$ cat src/rtl/maploader_pkg.sv
// Shared constants for the mapping entry loader.
// Assumes the fixed 13-access fetch sequence described in the brief.
package maploader_pkg;
    localparam int NUM_STEPS  = 13;
    localparam int STEP_W     = 4;
    localparam logic [7:0] CMD_RESET  = 8'hF0;
    localparam logic [7:0] CMD_UNLK_A = 8'hAA;
    localparam logic [7:0] CMD_UNLK_B = 8'h55;
    localparam logic [7:0] CMD_HIDDEN = 8'h77;
    localparam logic [15:0] ADR_UNLK_A = 16'h5555;
    localparam logic [15:0] ADR_UNLK_B = 16'h2AAA;
    // step indices where entry bytes are read
    localparam logic [STEP_W-1:0] ST_BYTE0 = 4'd9;
    localparam logic [STEP_W-1:0] ST_BYTE1 = 4'd10;
    localparam logic [STEP_W-1:0] ST_BYTE2 = 4'd11;
endpackage

$ cat src/rtl/ml_seq_ctrl.sv
// Sequencer control: step and cycle counters, busy flag, latched slot and
// host reset. Starts a slot-0 fetch right after reset. Assumes STEP_CYC >= 2.
module ml_seq_ctrl
    import maploader_pkg::*;
#(
    parameter int STEP_CYC = 4,
    parameter int SLOT_W   = 6
) (
    input  logic                clk,
    input  logic                rst_n,
    input  logic                start,
    input  logic [SLOT_W-1:0]   slot_in,
    input  logic                reset_mode,
    output logic                busy,
    output logic [STEP_W-1:0]   step,
    output logic                first_cyc,
    output logic                done,
    output logic [SLOT_W-1:0]   slot_q,
    output logic                host_rst_n
);
    localparam int CW = $clog2(STEP_CYC);
    localparam logic [CW-1:0] CNT_LAST = CW'(STEP_CYC - 1);
    localparam logic [STEP_W-1:0] STEP_LAST = STEP_W'(NUM_STEPS - 1);

    logic [CW-1:0] cnt;
    logic          last_cyc;

    // cycle position decode within the current access slot
    always_comb begin
        first_cyc = busy && (cnt == '0);
        last_cyc  = busy && (cnt == CNT_LAST);
        done      = last_cyc && (step == STEP_LAST);
    end

    // advance counters, accept start while idle, drive host reset
    always_ff @(posedge clk) begin
        if (!rst_n) begin
            busy       <= 1'b1;
            step       <= '0;
            cnt        <= '0;
            slot_q     <= '0;
            host_rst_n <= 1'b0;
        end else if (!busy) begin
            if (start) begin
                busy       <= 1'b1;
                step       <= '0;
                cnt        <= '0;
                slot_q     <= slot_in;
                host_rst_n <= !reset_mode;
            end
        end else if (last_cyc) begin
            cnt <= '0;
            if (done) begin
                busy       <= 1'b0;
                host_rst_n <= 1'b1;
            end else begin
                step <= step + 1'b1;
            end
        end else begin
            cnt <= cnt + 1'b1;
        end
    end
endmodule

$ cat src/rtl/ml_bus_gen.sv
// Translates the current step into one private-bus access. The strobe is
// asserted only on the first cycle of a step. Assumes the step order of the package.
module ml_bus_gen
    import maploader_pkg::*;
#(
    parameter int ADDR_W = 16,
    parameter int SLOT_W = 6
) (
    input  logic [STEP_W-1:0]  step,
    input  logic               busy,
    input  logic               first_cyc,
    input  logic [SLOT_W-1:0]  slot_q,
    output logic [ADDR_W-1:0]  mem_addr,
    output logic [7:0]         mem_wdata,
    output logic               mem_we,
    output logic               mem_oe
);
    logic [ADDR_W-1:0] base;
    logic              is_wr;
    logic              is_rd;

    // entry base address: slot * 3
    always_comb base = ADDR_W'(slot_q) + (ADDR_W'(slot_q) << 1);

    // step decode into address, data and access kind
    always_comb begin
        mem_addr  = '0;
        mem_wdata = '0;
        is_wr     = 1'b0;
        is_rd     = 1'b0;
        case (step)
            4'd0, 4'd12: begin is_wr = 1'b1; mem_wdata = CMD_RESET; end
            4'd1, 4'd4:  begin is_wr = 1'b1; mem_wdata = CMD_UNLK_A;
                               mem_addr = ADDR_W'(ADR_UNLK_A); end
            4'd2, 4'd5:  begin is_wr = 1'b1; mem_wdata = CMD_UNLK_B;
                               mem_addr = ADDR_W'(ADR_UNLK_B); end
            4'd3, 4'd6:  begin is_wr = 1'b1; mem_wdata = CMD_HIDDEN;
                               mem_addr = ADDR_W'(ADR_UNLK_A); end
            4'd7, 4'd8, 4'd9: begin is_rd = 1'b1; mem_addr = base; end
            4'd10:       begin is_rd = 1'b1; mem_addr = base + ADDR_W'(1); end
            4'd11:       begin is_rd = 1'b1; mem_addr = base + ADDR_W'(2); end
            default:     ;
        endcase
        if (!busy) begin
            mem_addr  = '0;
            mem_wdata = '0;
        end
        mem_we = is_wr && first_cyc;
        mem_oe = is_rd && first_cyc;
    end
endmodule

$ cat src/rtl/ml_entry_decode.sv
// Captures the needed fields of the three entry bytes and commits the decoded
// mapping at the end of a fetch. Assumes data is valid in the read-strobe cycle.
module ml_entry_decode
    import maploader_pkg::*;
#(
    parameter int ROM_BLK_LG  = 17,
    parameter int ROM_BLKS_LG = 3,
    parameter int RAM_BLK_LG  = 13,
    parameter int RAM_BLKS_LG = 4
) (
    input  logic                         clk,
    input  logic                         rst_n,
    input  logic [STEP_W-1:0]            step,
    input  logic                         first_cyc,
    input  logic                         done,
    input  logic [7:0]                   flash_rdata,
    output logic [2:0]                   map_type,
    output logic [2:0]                   rom_size,
    output logic [2:0]                   sram_type,
    output logic [ROM_BLK_LG+ROM_BLKS_LG-1:0] rom_base,
    output logic [RAM_BLK_LG+RAM_BLKS_LG-1:0] ram_base
);
    logic [7:0]             b0_q;
    logic                   sram_lo_q;
    logic [ROM_BLKS_LG-1:0] rom_blk_q;
    logic [RAM_BLKS_LG-1:0] ram_blk_q;

    // capture fields from the bytes as they are read
    always_ff @(posedge clk) begin
        if (!rst_n) begin
            b0_q      <= '0;
            sram_lo_q <= 1'b0;
            rom_blk_q <= '0;
            ram_blk_q <= '0;
        end else if (first_cyc) begin
            if (step == ST_BYTE0) b0_q <= flash_rdata;
            if (step == ST_BYTE1) begin
                sram_lo_q <= flash_rdata[7];
                rom_blk_q <= flash_rdata[ROM_BLKS_LG+1:2];
            end
            if (step == ST_BYTE2) ram_blk_q <= flash_rdata[RAM_BLKS_LG+1:2];
        end
    end

    // commit all decoded fields together when the fetch ends
    always_ff @(posedge clk) begin
        if (!rst_n) begin
            map_type  <= '0;
            rom_size  <= '0;
            sram_type <= '0;
            rom_base  <= '0;
            ram_base  <= '0;
        end else if (done) begin
            map_type  <= b0_q[7:5];
            rom_size  <= b0_q[4:2];
            sram_type <= {b0_q[1:0], sram_lo_q};
            rom_base  <= {rom_blk_q, {ROM_BLK_LG{1'b0}}};
            ram_base  <= {ram_blk_q, {RAM_BLK_LG{1'b0}}};
        end
    end
endmodule

$ cat src/rtl/map_entry_loader.sv
// Top of the mapping entry loader: fetches a slot's entry from the hidden
// flash sector, decodes it and gates host requests while busy.
module map_entry_loader
    import maploader_pkg::*;
#(
    parameter int STEP_CYC    = 4,
    parameter int SLOT_W      = 6,
    parameter int ADDR_W      = 16,
    parameter int ROM_BLK_LG  = 17,
    parameter int ROM_BLKS_LG = 3,
    parameter int RAM_BLK_LG  = 13,
    parameter int RAM_BLKS_LG = 4
) (
    input  logic              clk,
    input  logic              rst_n,
    input  logic              start,
    input  logic [SLOT_W-1:0] slot,
    input  logic              reset_mode,
    input  logic              host_req,
    output logic              map_req,
    output logic              busy,
    output logic              host_rst_n,
    output logic [ADDR_W-1:0] mem_addr,
    output logic [7:0]        mem_wdata,
    output logic              mem_we,
    output logic              mem_oe,
    input  logic [7:0]        flash_rdata,
    output logic [2:0]        map_type,
    output logic [2:0]        rom_size,
    output logic [2:0]        sram_type,
    output logic [ROM_BLK_LG+ROM_BLKS_LG-1:0] rom_base,
    output logic [RAM_BLK_LG+RAM_BLKS_LG-1:0] ram_base
);
    logic [STEP_W-1:0] step;
    logic              first_cyc;
    logic              done;
    logic [SLOT_W-1:0] slot_q;

    // host requests reach the mapper only while idle
    always_comb map_req = host_req && !busy;

    ml_seq_ctrl #(.STEP_CYC(STEP_CYC), .SLOT_W(SLOT_W)) u_ctrl (
        .clk(clk), .rst_n(rst_n), .start(start), .slot_in(slot),
        .reset_mode(reset_mode), .busy(busy), .step(step),
        .first_cyc(first_cyc), .done(done), .slot_q(slot_q),
        .host_rst_n(host_rst_n)
    );

    ml_bus_gen #(.ADDR_W(ADDR_W), .SLOT_W(SLOT_W)) u_bus (
        .step(step), .busy(busy), .first_cyc(first_cyc), .slot_q(slot_q),
        .mem_addr(mem_addr), .mem_wdata(mem_wdata),
        .mem_we(mem_we), .mem_oe(mem_oe)
    );

    ml_entry_decode #(
        .ROM_BLK_LG(ROM_BLK_LG), .ROM_BLKS_LG(ROM_BLKS_LG),
        .RAM_BLK_LG(RAM_BLK_LG), .RAM_BLKS_LG(RAM_BLKS_LG)
    ) u_dec (
        .clk(clk), .rst_n(rst_n), .step(step), .first_cyc(first_cyc),
        .done(done), .flash_rdata(flash_rdata), .map_type(map_type),
        .rom_size(rom_size), .sram_type(sram_type),
        .rom_base(rom_base), .ram_base(ram_base)
    );
endmodule

$ cat config.mk
export PLATFORM = sky130hd
export DESIGN_NAME = map_entry_loader
export DESIGN_NICKNAME = d
export VERILOG_FILES = /design/src/rtl/maploader_pkg.sv /design/src/rtl/ml_seq_ctrl.sv /design/src/rtl/ml_bus_gen.sv /design/src/rtl/ml_entry_decode.sv /design/src/rtl/map_entry_loader.sv
export SDC_FILE = /design/constraint.sdc
export NUM_CORES = 1
export LEC_CHECK = 0
export CAP_MARGIN = 15
export CORE_ASPECT_RATIO = 1.25
export CORE_MARGIN = 3
export CORE_UTILIZATION = 50
export CTS_CLUSTER_SIZE = 10
export DETAILED_ROUTE_END_ITERATION = 12
export PLACE_DENSITY = 0.88
export SLEW_MARGIN = 20
export SYNTH_ARGS = -nofsm -noshare
export SYNTH_HDL_FRONTEND = slang
export SYNTH_SLANG_ARGS = --single-unit
$ cat constraint.sdc
create_clock -name clk -period 4.8 [get_ports clk]
set_input_delay 0.96 -clock clk [delete_from_list [all_inputs] [get_ports clk]]
set_output_delay 0.96 -clock clk [all_outputs]
set_load 0.03 [all_outputs]
==> results.sh, run 1 <==
export IMPL_run_status="complete, no violations"
export IMPL_syn_area_um2=3030
export IMPL_seq_area_frac_synth_pct=30.4
export IMPL_gr_total_overflow=0
export IMPL_synth_cells=383
export IMPL_die_area_um2=7040
export IMPL_whs_ns=0.462
export IMPL_die_w_um=75.7
export IMPL_finalSetupViolCount=0
export IMPL_avgViaCountPerCell=5.32
export IMPL_hold_violations=0
export IMPL_dpl_hpwl_um=5130
export IMPL_max_slew_margin_pct=50.9
export IMPL_ctsHoldBuffers=0
export IMPL_final_common_cell="nand2_1"
export IMPL_worst_setup_path_end_kind="output pin"
export IMPL_synth_edf_count=0
export IMPL_leakage_uw=0.00137
export IMPL_grt_util_all_layers_pct=19.4
export IMPL_first_pass_iters=5
export IMPL_stdcell_count=496
export IMPL_routed_wl_um=6580
export IMPL_ctsResizeCount=0
export IMPL_cp_buffers_inverters=1
export IMPL_worstSetupPathType="reg -> out"
export IMPL_final_fill_count=539
export IMPL_period_needed_ns=4.28
export IMPL_grt_setup_unrepaired="false"
export IMPL_fmax_ghz=0.234
export IMPL_cpPeakStageDelay_ns=0.68
export IMPL_power_density_nw_per_um2=217
export IMPL_io_buffers=62
export IMPL_skew_ns=0.00700
export IMPL_grt_pass1_wl_um=10900
export IMPL_finalCritPeriodShare_pct=89.1
export IMPL_h_tree_depth=2
export IMPL_cts_made_buffers=5
export IMPL_syn_area_per_cell_um2=7.92
export IMPL_yosys_warnings=0
export IMPL_diodes=0
export IMPL_drive_gt1_share_pct=4.65
export IMPL_critPathArrivalTime_ns=3.32
export IMPL_max_cap_violations=0
export IMPL_grt_pass1_vias=2446
export IMPL_startpoint_type="flip-flop"
export IMPL_dpl_cell_count=488
export IMPL_io_pin_count=94
export IMPL_worstPathCellList="ha_1, fa_1, xnor2_1, nor2_1, nand3b_1, or4b_4, a21oi_2, clkdlybuf4s50_1"
export IMPL_clk_pin_slew_ns=0.08
export IMPL_grt_max_degree=46
export IMPL_die_y_um=93.1
export IMPL_core_um2=5820
export IMPL_antenna_found_initial=0
export IMPL_fin_tns_setup_ns=0
export IMPL_worstMarginPinSlew_ns=0.735
export IMPL_register_area_um2=921
export IMPL_syn2layout_area_growth_pct=19.1
export IMPL_power_uw=785
export IMPL_multi_input_area_um2=1830
export IMPL_ys_async_sr_fraction_pct=0
export IMPL_wl_per_cell_um=13.3
export IMPL_globalplace_congestion=0.902
export IMPL_synth_main_ff_cell="dfxtp_1"
export IMPL_start_util_pct=52.2
export IMPL_crit_slowest_cell="clkdlybuf4s50_1"
export IMPL_hp_class="reg -> reg"
export IMPL_tritoncts="done"
export IMPL_yosysUniqueCellTypes=55
export IMPL_route_detailed_drc=0
export IMPL_post_cts_setup_buffers=0
export IMPL_path_delay_family="simple AND/OR/NAND/NOR gates"
export IMPL_synth_seq_cells=46
export IMPL_nNetsFinal=463
export IMPL_crit_required_ns=3.84
export IMPL_cts_sinks=46
export IMPL_std_cell_rows=31
export IMPL_clk_latency_ns=0.29
export IMPL_ant_nets=0
export IMPL_cp_max_fo=8
export IMPL_layout_common_cells="nand2_1, clkdlybuf4s50_1, dfxtp_1"
export IMPL_root_buffer="clkbuf_8"
export IMPL_vias=2637
export IMPL_peakVddDrop_v=0.000196
export IMPL_clockBufferDepth=2
export IMPL_first_iter_violations=140
export IMPL_slew_viol_final=0
[path summary, 6_finish.rpt]
path,from,endpoint,slack (ns),depth (start not counted)
worst max-delay path,u_ctrl.slot_q[0],mem_addr[8],0.52,8
worst min-delay path,u_dec.sram_lo_q,u_dec.sram_type[0],0.46,2
worst max register to register,u_ctrl.step[3],u_dec.b0_q[1],2.56,4
worst min register to register,u_dec.sram_lo_q,u_dec.sram_type[0],0.46,2
[power by group]
part	total [uW]	leakage [uW]	switching, uW	internal (uW)
logic	123	0.000948	80.0	43.0
registers	387	0.000371	2.63	384
clock network	275	0.0000524	120	156
[registers in the layout (all words and copies together), names as in the netlist]
signal             count
u_ctrl.step            4
u_dec.b0_q             8
u_dec.ram_base         4
u_dec.sram_type        3
u_ctrl.busy            1
u_dec.rom_blk_q        3
u_ctrl.slot_q          6
u_dec.sram_lo_q        1
u_ctrl.host_rst_n      1
u_dec.rom_size         3
u_dec.rom_base         3
u_dec.map_type         3
u_dec.ram_blk_q        4
u_ctrl.cnt             2
[per-layer routing]
metal  track usage (%)  up-vias  share of wire (%)
li1                  -     1330                  -
met4              7.73        0                2.1
met5                 0        -                  0
met1              23.5     1192                 42
met2              32.7      100                 50
met3              4.09       15                6.7
[final cells by class]
class                           count  share of cell area, %
Multi-Input combinational cell    300                   50.7
Sequential cell                    46                   25.5
Clock buffer                        7                   2.11
Inverter                           13                   1.35
Clock inverter                      1                  0.831
Timing Repair Buffer               63                   17.2
Tap cell                           66                   2.28
[through the flow]
step / setup WS [ns] / util [%] / cell area, um^2
2_1_floorplan: 1.23 / - / 3150
3_3_place_gp: 0.917 / 60.3 / 3510
3_5_place_dp: 0.856 / 60.3 / 3510
4_1_cts: 0.516 / 62.1 / 3610
5_1_grt: 0.340 / 62.1 / 3610
6_report: 0.524 / 62.1 / 3610
[worst reg2reg max path, stage by stage (launching register included)]
cell	delay (ns)
dfxtp_1	0.52
nor2b_1	0.58
nand4_1	0.61
mux2i_1	0.34
nor2b_1	0.07
[Yosys cell counts (all sizes together), types with 2 or more instances]
cell / count / share of area, %
dfxtp: 46 / 30
a31oi: 6 / 1.2
nand3: 8 / 1.3
a21o: 3 / 0.74
a2111oi: 2 / 0.58
ha: 14 / 5.8
o21ai: 14 / 2.3
a21oi: 12 / 2.1
nand2: 65 / 8.0
a211oi: 4 / 1.6
nor2: 22 / 2.7
nor3: 4 / 0.66
a21boi: 29 / 7.2
nand2b: 8 / 1.6
mux2i: 14 / 4.6
or2: 5 / 1.0
inv: 13 / 1.6
buf: 42 / 9.9
xor2: 4 / 1.2
clkbuf: 12 / 1.5
nor2b: 19 / 3.9
nand3b: 3 / 0.74
and3b: 2 / 0.58
and2: 5 / 1.0
nand4: 4 / 0.82
[logic make-up (layout without fill, tap and decap cells)]
| kind of cell | count (synthesis) | in the layout | synth area share, % |
|---|---|---|---|
| AND/OR/NAND/NOR | 150 | 150 | 23.9 |
| AO/OA/AOI/OAI | 85 | 85 | 20.1 |
| buffers and inverters | 67 | 84 | 13.0 |
| flip-flops | 46 | 46 | 30.4 |
| adder cells (fa/ha/maj) | 15 | 15 | 6.43 |
| multiplexers | 14 | 14 | 4.62 |
| XOR/XNOR | 5 | 5 | 1.44 |
| other | 1 | 31 | 0.124 |
No activity file was read; power rests on OpenSTA's default activity.
==> run 2: changes to the inputs <==
--- a/config.mk
+++ b/config.mk
@@ -9,6 +9,7 @@
 export CORE_ASPECT_RATIO = 1.25
 export CORE_MARGIN = 3
 export CORE_UTILIZATION = 50
+export CTS_CLUSTER_DIAMETER = 100
 export CTS_CLUSTER_SIZE = 10
 export DETAILED_ROUTE_END_ITERATION = 12
 export PLACE_DENSITY = 0.88
==> results of run 2 <==
Final layout, timing and power as in run 1 (identical DEF).
